<file path="config.mk">
export PLATFORM = sky130hd
export DESIGN_NAME = ixfer_ctrl
export DESIGN_NICKNAME = d
export VERILOG_FILES = /design/src/rtl/ixfer_pkg.sv /design/src/rtl/ixfer_buf.sv /design/src/rtl/ixfer_rd_eng.sv /design/src/rtl/ixfer_wr_eng.sv /design/src/rtl/ixfer_ctrl.sv
export SDC_FILE = /design/constraint.sdc
export NUM_CORES = 2
export LEC_CHECK = 0
export BUFFER_PORTS_ARGS = -buffer_cell sky130_fd_sc_hd__buf_4
export CAP_MARGIN = 15
export CORE_MARGIN = 4
export CORE_UTILIZATION = 47
export DETAILED_ROUTE_END_ITERATION = 8
export PLACE_DENSITY = 0.65
export REMOVE_ABC_BUFFERS = 1
export SETUP_SLACK_MARGIN = 0.4
export SLEW_MARGIN = 20
export SYNTH_ARGS = -nofsm -noshare
export SYNTH_HDL_FRONTEND = slang
export SYNTH_SLANG_ARGS = --single-unit
</file>
<file path="constraint.sdc">
create_clock -name clk -period 6.3 [get_ports clk]
set_input_delay 0.63 -clock clk [delete_from_list [all_inputs] [get_ports clk]]
set_output_delay 0.63 -clock clk [all_outputs]
set_load 0.02 [all_outputs]
</file>
<file path="src/rtl/ixfer_pkg.sv">
package ixfer_pkg;

  localparam int CTL_START  = 0;
  localparam int CTL_CANCEL = 1;
  localparam int CTL_BUSY   = 2;
  localparam int CTL_DONE   = 5;

  typedef enum logic [2:0] {
    SEL_RCTL  = 3'd0,
    SEL_RCNT  = 3'd1,
    SEL_RADDR = 3'd2,
    SEL_WCTL  = 3'd3,
    SEL_WCNT  = 3'd4,
    SEL_WADDR = 3'd5,
    SEL_LVL   = 3'd6,
    SEL_PART  = 3'd7
  } reg_sel_e;

  // Place a byte into lane idx of a word whose higher lanes are zero.
  function automatic logic [31:0] lane_insert(logic [31:0] w, logic [1:0] idx, logic [7:0] b);
    return w | ({24'b0, b} << {idx, 3'b000});
  endfunction

  // Pick lane idx of a word.
  function automatic logic [7:0] lane_pick(logic [31:0] w, logic [1:0] idx);
    logic [31:0] t;
    t = w >> {idx, 3'b000};
    return t[7:0];
  endfunction

  // Readback image of a control word.
  function automatic logic [31:0] ctl_image(logic busy, logic done);
    logic [31:0] v;
    v = '0;
    v[CTL_BUSY] = busy;
    v[CTL_DONE] = done;
    return v;
  endfunction

endpackage

</file>
<file path="src/rtl/ixfer_buf.sv">
module ixfer_buf #(
  parameter int DEPTH = 16,
  parameter int PW    = $clog2(DEPTH),
  parameter int LW    = $clog2(DEPTH + 1)
) (
  input  logic          clk,
  input  logic          rst_n,
  input  logic          part_we,
  input  logic [PW-1:0] part_wdata,
  input  logic          rpush,
  input  logic [31:0]   rpush_data,
  input  logic          rpop,
  input  logic          wpush,
  input  logic [31:0]   wpush_data,
  input  logic          wpop,
  output logic [31:0]   rhead,
  output logic [31:0]   whead,
  output logic [LW-1:0] rlvl,
  output logic [LW-1:0] wlvl,
  output logic [PW-1:0] part,
  output logic          rspace,
  output logic          wavail
);

  localparam logic [PW-1:0] PDEF = PW'(DEPTH / 2);
  localparam logic [PW-1:0] PMAX = PW'(DEPTH - 1);

  logic [31:0]   mem [DEPTH];
  logic [PW-1:0] part_q, rwp_q, rrp_q, wwp_q, wrp_q;
  logic [LW-1:0] rlvl_q, wlvl_q;
  logic [LW-1:0] wcap;
  logic          rpop_ok, wpush_ok, wpop_ok;

  // Advance a pointer inside the region [base, last].
  function automatic logic [PW-1:0] ptr_next(logic [PW-1:0] p, logic [PW-1:0] base,
                                             logic [PW-1:0] last);
    return (p == last) ? base : p + PW'(1);
  endfunction

  assign wcap     = LW'(DEPTH) - LW'(part_q);
  assign rpop_ok  = rpop && (rlvl_q != '0);
  assign wpush_ok = wpush && (wlvl_q < wcap);
  assign wpop_ok  = wpop && (wlvl_q != '0);

  always_ff @(posedge clk or negedge rst_n) begin
    if (!rst_n) begin
      part_q <= PDEF;
      rwp_q  <= '0;
      rrp_q  <= '0;
      wwp_q  <= PDEF;
      wrp_q  <= PDEF;
      rlvl_q <= '0;
      wlvl_q <= '0;
    end else if (part_we) begin
      part_q <= part_wdata;
      rwp_q  <= '0;
      rrp_q  <= '0;
      wwp_q  <= part_wdata;
      wrp_q  <= part_wdata;
      rlvl_q <= '0;
      wlvl_q <= '0;
    end else begin
      if (rpush)    rwp_q <= ptr_next(rwp_q, '0, part_q - PW'(1));
      if (rpop_ok)  rrp_q <= ptr_next(rrp_q, '0, part_q - PW'(1));
      if (wpush_ok) wwp_q <= ptr_next(wwp_q, part_q, PMAX);
      if (wpop_ok)  wrp_q <= ptr_next(wrp_q, part_q, PMAX);
      rlvl_q <= rlvl_q + LW'(rpush) - LW'(rpop_ok);
      wlvl_q <= wlvl_q + LW'(wpush_ok) - LW'(wpop_ok);
    end
  end

  always_ff @(posedge clk) begin
    if (!part_we && rpush)    mem[rwp_q] <= rpush_data;
    if (!part_we && wpush_ok) mem[wwp_q] <= wpush_data;
  end

  assign rhead  = mem[rrp_q];
  assign whead  = mem[wrp_q];
  assign rlvl   = rlvl_q;
  assign wlvl   = wlvl_q;
  assign part   = part_q;
  assign rspace = rlvl_q < LW'(part_q);
  assign wavail = wlvl_q != '0;

endmodule

</file>
<file path="src/rtl/ixfer_rd_eng.sv">
module ixfer_rd_eng
  import ixfer_pkg::*;
#(
  parameter int CNT_W  = 16,
  parameter int ADDR_W = 32
) (
  input  logic              clk,
  input  logic              rst_n,
  input  logic              start,
  input  logic              cancel,
  input  logic [CNT_W-1:0]  cnt_in,
  input  logic [ADDR_W-1:0] addr_in,
  input  logic              space_ok,
  input  logic              vld,
  input  logic [7:0]        byte_in,
  output logic              req,
  output logic [ADDR_W-1:0] addr,
  output logic              push,
  output logic [31:0]       push_word,
  output logic              busy,
  output logic              done_evt,
  output logic              take
);

  logic              busy_q;
  logic [CNT_W-1:0]  rem_q;
  logic [ADDR_W-1:0] addr_q;
  logic [1:0]        idx_q;
  logic [31:0]       asm_q;
  logic              last, word_end, start_ok;

  assign req       = busy_q && space_ok;
  assign take      = req && vld;
  assign last      = rem_q == CNT_W'(1);
  assign word_end  = take && ((idx_q == 2'd3) || last);
  assign push_word = lane_insert(asm_q, idx_q, byte_in);
  assign push      = word_end && !cancel;
  assign start_ok  = start && !busy_q && !cancel;
  assign done_evt  = (take && last && !cancel) || (start_ok && (cnt_in == '0));

  always_ff @(posedge clk or negedge rst_n) begin
    if (!rst_n) begin
      busy_q <= 1'b0;
      rem_q  <= '0;
      addr_q <= '0;
      idx_q  <= '0;
      asm_q  <= '0;
    end else if (cancel) begin
      busy_q <= 1'b0;
      idx_q  <= '0;
      asm_q  <= '0;
    end else if (start_ok) begin
      busy_q <= cnt_in != '0;
      rem_q  <= cnt_in;
      addr_q <= addr_in;
      idx_q  <= '0;
      asm_q  <= '0;
    end else if (take) begin
      rem_q  <= rem_q - CNT_W'(1);
      addr_q <= addr_q + ADDR_W'(1);
      idx_q  <= idx_q + 2'd1;
      asm_q  <= word_end ? 32'd0 : push_word;
      if (last) busy_q <= 1'b0;
    end
  end

  assign addr = addr_q;
  assign busy = busy_q;

endmodule

</file>
<file path="src/rtl/ixfer_wr_eng.sv">
module ixfer_wr_eng
  import ixfer_pkg::*;
#(
  parameter int CNT_W  = 16,
  parameter int ADDR_W = 32
) (
  input  logic              clk,
  input  logic              rst_n,
  input  logic              start,
  input  logic              cancel,
  input  logic [CNT_W-1:0]  cnt_in,
  input  logic [ADDR_W-1:0] addr_in,
  input  logic              avail,
  input  logic [31:0]       head,
  input  logic              ack,
  output logic              req,
  output logic [ADDR_W-1:0] addr,
  output logic [7:0]        byte_out,
  output logic              pop,
  output logic              busy,
  output logic              done_evt,
  output logic              take
);

  logic              busy_q;
  logic [CNT_W-1:0]  rem_q;
  logic [ADDR_W-1:0] addr_q;
  logic [1:0]        idx_q;
  logic              last, start_ok;

  assign req      = busy_q && avail;
  assign take     = req && ack;
  assign last     = rem_q == CNT_W'(1);
  assign byte_out = lane_pick(head, idx_q);
  assign pop      = take && ((idx_q == 2'd3) || last) && !cancel;
  assign start_ok = start && !busy_q && !cancel;
  assign done_evt = (take && last && !cancel) || (start_ok && (cnt_in == '0));

  always_ff @(posedge clk or negedge rst_n) begin
    if (!rst_n) begin
      busy_q <= 1'b0;
      rem_q  <= '0;
      addr_q <= '0;
      idx_q  <= '0;
    end else if (cancel) begin
      busy_q <= 1'b0;
      idx_q  <= '0;
    end else if (start_ok) begin
      busy_q <= cnt_in != '0;
      rem_q  <= cnt_in;
      addr_q <= addr_in;
      idx_q  <= '0;
    end else if (take) begin
      rem_q  <= rem_q - CNT_W'(1);
      addr_q <= addr_q + ADDR_W'(1);
      idx_q  <= last ? 2'd0 : idx_q + 2'd1;
      if (last) busy_q <= 1'b0;
    end
  end

  assign addr = addr_q;
  assign busy = busy_q;

endmodule

</file>
<file path="src/rtl/ixfer_ctrl.sv">
module ixfer_ctrl
  import ixfer_pkg::*;
#(
  parameter int BUF_WORDS = 16,
  parameter int CNT_W     = 16,
  parameter int ADDR_W    = 32
) (
  input  logic              clk,
  input  logic              rst_n,
  input  logic              reg_we,
  input  logic [2:0]        reg_sel,
  input  logic [31:0]       reg_wdata,
  output logic [31:0]       reg_rdata,
  input  logic              hrd_pop,
  output logic [31:0]       hrd_data,
  input  logic              hwr_push,
  input  logic [31:0]       hwr_data,
  output logic              fr_req,
  output logic [ADDR_W-1:0] fr_addr,
  input  logic              fr_vld,
  input  logic [7:0]        fr_byte,
  output logic              fw_req,
  output logic [ADDR_W-1:0] fw_addr,
  output logic [7:0]        fw_byte,
  input  logic              fw_ack
);

  localparam int PW = $clog2(BUF_WORDS);
  localparam int LW = $clog2(BUF_WORDS + 1);

  logic [CNT_W-1:0]  rd_cnt_q, wr_cnt_q;
  logic [ADDR_W-1:0] rd_addr_q, wr_addr_q;
  logic              rd_done_q, wr_done_q;

  // Named events for the checker
  logic rd_start_w, rd_cancel_w, rd_clr_w, wr_start_w, wr_cancel_w, wr_clr_w;
  logic rd_busy, wr_busy, rd_done_evt, wr_done_evt, rd_take, wr_take;
  logic rd_push, wr_pop, part_we;
  logic [31:0]   rd_push_word, whead;
  logic [LW-1:0] rlvl, wlvl;
  logic [PW-1:0] part_q, part_wdata;
  logic          rspace, wavail;

  function automatic logic [PW-1:0] part_clamp(logic [31:0] v);
    if (v == 32'd0) return PW'(1);
    if (v >= 32'(BUF_WORDS)) return PW'(BUF_WORDS - 1);
    return v[PW-1:0];
  endfunction

  assign rd_start_w  = reg_we && (reg_sel == SEL_RCTL) && reg_wdata[CTL_START];
  assign rd_cancel_w = reg_we && (reg_sel == SEL_RCTL) && reg_wdata[CTL_CANCEL];
  assign rd_clr_w    = reg_we && (reg_sel == SEL_RCTL) && reg_wdata[CTL_DONE];
  assign wr_start_w  = reg_we && (reg_sel == SEL_WCTL) && reg_wdata[CTL_START];
  assign wr_cancel_w = reg_we && (reg_sel == SEL_WCTL) && reg_wdata[CTL_CANCEL];
  assign wr_clr_w    = reg_we && (reg_sel == SEL_WCTL) && reg_wdata[CTL_DONE];
  assign part_we     = reg_we && (reg_sel == SEL_PART) && !rd_busy && !wr_busy;
  assign part_wdata  = part_clamp(reg_wdata);

  always_ff @(posedge clk or negedge rst_n) begin
    if (!rst_n) begin
      rd_cnt_q  <= '0;
      wr_cnt_q  <= '0;
      rd_addr_q <= '0;
      wr_addr_q <= '0;
      rd_done_q <= 1'b0;
      wr_done_q <= 1'b0;
    end else begin
      if (reg_we && reg_sel == SEL_RCNT)  rd_cnt_q  <= reg_wdata[CNT_W-1:0];
      if (reg_we && reg_sel == SEL_WCNT)  wr_cnt_q  <= reg_wdata[CNT_W-1:0];
      if (reg_we && reg_sel == SEL_RADDR) rd_addr_q <= reg_wdata[ADDR_W-1:0];
      if (reg_we && reg_sel == SEL_WADDR) wr_addr_q <= reg_wdata[ADDR_W-1:0];
      if (rd_done_evt)   rd_done_q <= 1'b1;
      else if (rd_clr_w) rd_done_q <= 1'b0;
      if (wr_done_evt)   wr_done_q <= 1'b1;
      else if (wr_clr_w) wr_done_q <= 1'b0;
    end
  end

  ixfer_rd_eng #(.CNT_W(CNT_W), .ADDR_W(ADDR_W)) u_rd (
    .clk(clk), .rst_n(rst_n), .start(rd_start_w), .cancel(rd_cancel_w),
    .cnt_in(rd_cnt_q), .addr_in(rd_addr_q), .space_ok(rspace),
    .vld(fr_vld), .byte_in(fr_byte), .req(fr_req), .addr(fr_addr),
    .push(rd_push), .push_word(rd_push_word), .busy(rd_busy),
    .done_evt(rd_done_evt), .take(rd_take)
  );

  ixfer_wr_eng #(.CNT_W(CNT_W), .ADDR_W(ADDR_W)) u_wr (
    .clk(clk), .rst_n(rst_n), .start(wr_start_w), .cancel(wr_cancel_w),
    .cnt_in(wr_cnt_q), .addr_in(wr_addr_q), .avail(wavail), .head(whead),
    .ack(fw_ack), .req(fw_req), .addr(fw_addr), .byte_out(fw_byte),
    .pop(wr_pop), .busy(wr_busy), .done_evt(wr_done_evt), .take(wr_take)
  );

  ixfer_buf #(.DEPTH(BUF_WORDS), .PW(PW), .LW(LW)) u_buf (
    .clk(clk), .rst_n(rst_n), .part_we(part_we), .part_wdata(part_wdata),
    .rpush(rd_push), .rpush_data(rd_push_word), .rpop(hrd_pop),
    .wpush(hwr_push), .wpush_data(hwr_data), .wpop(wr_pop),
    .rhead(hrd_data), .whead(whead), .rlvl(rlvl), .wlvl(wlvl),
    .part(part_q), .rspace(rspace), .wavail(wavail)
  );

  always_comb begin
    case (reg_sel)
      SEL_RCTL:  reg_rdata = ctl_image(rd_busy, rd_done_q);
      SEL_RCNT:  reg_rdata = 32'(rd_cnt_q);
      SEL_RADDR: reg_rdata = 32'(rd_addr_q);
      SEL_WCTL:  reg_rdata = ctl_image(wr_busy, wr_done_q);
      SEL_WCNT:  reg_rdata = 32'(wr_cnt_q);
      SEL_WADDR: reg_rdata = 32'(wr_addr_q);
      SEL_LVL:   reg_rdata = {16'(wlvl), 16'(rlvl)};
      default:   reg_rdata = 32'(part_q);
    endcase
  end

endmodule

</file>
==> reports/metrics.csv <==
stage,metric,value,unit
cells_and_area,drive_gt1_frac,0.205,
placement,numPortBuffers,219,
power_and_ir_drop,peakVddDrop,0.000345,V
detailed_routing,firstDrtPassIters,6,
critical_path,start_kind,flip-flop,
global_routing,grt_pass1_vias,32600,
detailed_routing,vias_per_cell,6.46,
cells_and_area,area_growth,12.6,%
sta,period_minus_slack,4.56,ns
floorplan,io_pins,220,
min_path,hp-class,primary input to flip-flop,
sta,fin_tns_setup,0,ns
sta,setup_viol,0,
sta,timing.final.hold_violations,0,
global_routing,antenna_found_initial,2,
global_routing,grt_overflow,0,
detailed_routing,drc,0,
synth,synth_area_leaders,"edfxtp_1 36%, dfrtp_1 15%, mux4_2 8.8%",
synth,netlist_area,43100,µm²
power_and_ir_drop,switching_share,0.390,
power_and_ir_drop,p_sw,0.00799,W
sta,fin_skew,0.0446,ns
floorplan,initial_core_util,0.476,
sta,period_share,0.724,
power_and_ir_drop,pwr-share-comb,0.394,
placement,dpl.hpwl,88.2,mm
placement,preCtsSetupSlack,2.14,ns
synth,synth_edf_count,512,
detailed_routing,drt_iter0_drc,4562,
detailed_routing,via_count,33900,
cells_and_area,nets,4116,
synth,synth-main-ff-cell,edfxtp_1,
power_and_ir_drop,p_clk_frac,0.248,
placement,gp_congestion,0.893,
cts,htree_num_levels,3,
critical_path,crit_required,5.67,ns
synth,ys_seq_elements,774,
floorplan,row_count,110,
critical_path,cp_max_fo,107,
cts,cts_buffers,87,
power_and_ir_drop,p_int,0.0125,W
sta,rsz0062_at_grt,no,
critical_path,path_class,flip-flop to primary output,
power_and_ir_drop,pwr-share-seq,0.358,
synth,yosysWarnings,0,
critical_path,cp-end-kind,primary output,
sta,worst_slew_pin_slew,1.12,ns
detailed_routing,ant_nets,0,
cts,clock-sinks,774,
synth,netlist.area_leader.share,0.357,
sta,layout_setup_ws,1.74,ns
outcome,status,completed,
cts,clk_pin_slew_worst_paths,0.06,ns
floorplan,dieArea,96600,µm²
sta,fmax,219,MHz
sta,maxSlewHeadroom,0.251,
global_routing,grt_pass1_wl,211,mm
job,max_cap_violations,0,
cells_and_area,n_fill_cell,7796,
synth,synth-seq-area-share,0.509,
floorplan,dieWidth,311,µm
floorplan,core,90600,µm²
floorplan,die-height,311,µm
cts,ctsRootBufferMaster,clkbuf_16,
synth,yosysUniqueCellTypes,85,
synth,synth_top_area_cell,edfxtp_1,
power_and_ir_drop,p_leak,18.8,nW
critical_path,critical_path_arrival,3.93,ns
cts,insertion_delay,0.67,ns
cts,cts_buffer_depth,3,
global_routing,grt_max_degree,129,
synth,synthArstFlopShare,0.339,
synth,avgSynthCellArea,10.8,µm²
cts,cts_tree,yes,
power_and_ir_drop,power_density,423,nW/µm²
global_routing,grt.total_usage,0.284,
detailed_routing,post_drt_wl_per_cell,26.9,µm
synth,syn_inst,3981,
cells_and_area,utilization,0.536,
cts,cts_resized,0,
detailed_routing,drt_wl_total,141,mm
sta,slew_violations,0,
timing repair:
item / in CTS / in global routing
hold endpoints to repair: 0 / 31
setup buffers: 0 / 0
hold buffers: 0 / 1
synth_stat cells, drive strengths merged, types with 62 or more instances:
cell type  instances
mux2             130
mux2i            183
buf              173
a21oi            657
a22oi             62
nor2             602
o21ai            152
nand2            222
edfxtp           512
mux4             169
dfrtp            259
clkbuf           219
power groups by stage:
| stage | Combinational, W | Sequential (W) | Clock, W |
|---|---|---|---|
| global placement | 0.00786 | 0.00739 | 0 |
| global route | 0.00863 | 0.00742 | 0.00534 |
| CTS | 0.00801 | 0.00731 | 0.00513 |
| floorplan | 0.00501 | 0.00758 | 0 |
| finish | 0.00808 | 0.00735 | 0.00508 |
| detailed placement | 0.00797 | 0.00741 | 0 |
through the flow:
stage / total power, W / hold WS [ns] / area [µm²] / std cells
detailed placement: 0.0154 / 0.471 / 45700 / 5077
CTS: 0.0205 / 0.132 / 48500 / 5238
finish: 0.0205 / 0.230 / 48500 / 5243
floorplan: 0.0126 / 0.334 / 41500 / 3589
global route: 0.0214 / 0.215 / 48500 / 5243
global placement: 0.0153 / 0.464 / 45700 / 5077
critical path: stages, from the launching register on:
cell and delay (ns):
dfrtp_4 0.80, buf_12 0.63, mux4_2 0.42, a211o_1 0.30, nor2_1 0.33, o21ai_0 0.19, and3_1 0.27, buf_4 0.20
sequential cells by signal, summed over array words and instances (netlist names), 2 cells and up:
signal,flops
rd_addr_q,32
u_rd.asm_q,32
u_buf.wwp_q,4
u_buf.rrp_q,4
u_rd.addr,32
rd_cnt_q,16
u_buf.part,4
u_wr.rem_q,16
u_rd.idx_q,2
u_buf.rlvl,5
u_rd.rem_q,16
u_buf.rwp_q,4
u_wr.idx_q,2
u_buf.wrp_q,4
u_buf.mem,512
u_wr.addr,32
u_buf.wlvl,5
wr_cnt_q,16
wr_addr_q,32
cells by family after synthesis:
family,count (synthesis),synth area share
compound gates,1107,0.151
xor+xnor,64,0.0133
fa+ha+maj,41,0.0122
buf+inv,436,0.0409
flops,774,0.509
mux,482,0.165
simple gates,1077,0.109
path summary, 6_finish.rpt:
kind	start	to	slack (ns)	cells past startpoint
worst min register to register	u_rd.asm_q[29]	u_rd.asm_q[29]	0.48	2
worst min-delay path	reg_wdata[26]	rd_addr_q[26]	0.23	2
min in group asynchronous	rst_n	u_wr.addr[30]	0.43	2
max in group asynchronous	rst_n	u_buf.rrp_q[0]	4.43	4
worst max register to register	u_buf.part[0]	u_buf.mem[4][0]	2.08	11
worst max-delay path	u_buf.wrp_q[1]	fw_byte[6]	1.74	7
cell type report:
type / instances / area (µm²) / share of cell area
diodes: 2 / 5.00 / 0.000103
clock buffers: 117 / 2400 / 0.0495
clock inverters: 44 / 410 / 0.00846
inverters: 44 / 165 / 0.00340
multi-input cells: 2771 / 19600 / 0.405
flip-flops and latches: 774 / 22000 / 0.452
well taps: 1176 / 1470 / 0.0303
repair buffers: 315 / 2490 / 0.0514
metal layers:
metal / global-route usage / share of wire / up-vias
li1: - / - / 14900
met1: 0.391 / 0.40 / 16700
met2: 0.443 / 0.46 / 1918
met3: 0.0567 / 0.098 / 325
met4: 0.118 / 0.044 / 0
met5: 0 / 0 / -
cells in the final DEF (no fill, tap or decap), types with 41 or more instances in the layout:
cell type	Yosys	routed
a21oi_1	657	644
a22oi_1	62	62
buf_4	6	304
clkbuf_16	0	88
dfrtp_1	259	252
edfxtp_1	512	512
inv_1	43	43
mux2_2	130	130
mux2i_1	183	183
mux4_2	169	169
nand2_1	221	221
nand3_1	41	41
nand4_1	45	45
nor2_1	601	598
o21ai_0	148	140
xnor2_1	42	42
Power figures use the tool's default switching activity.
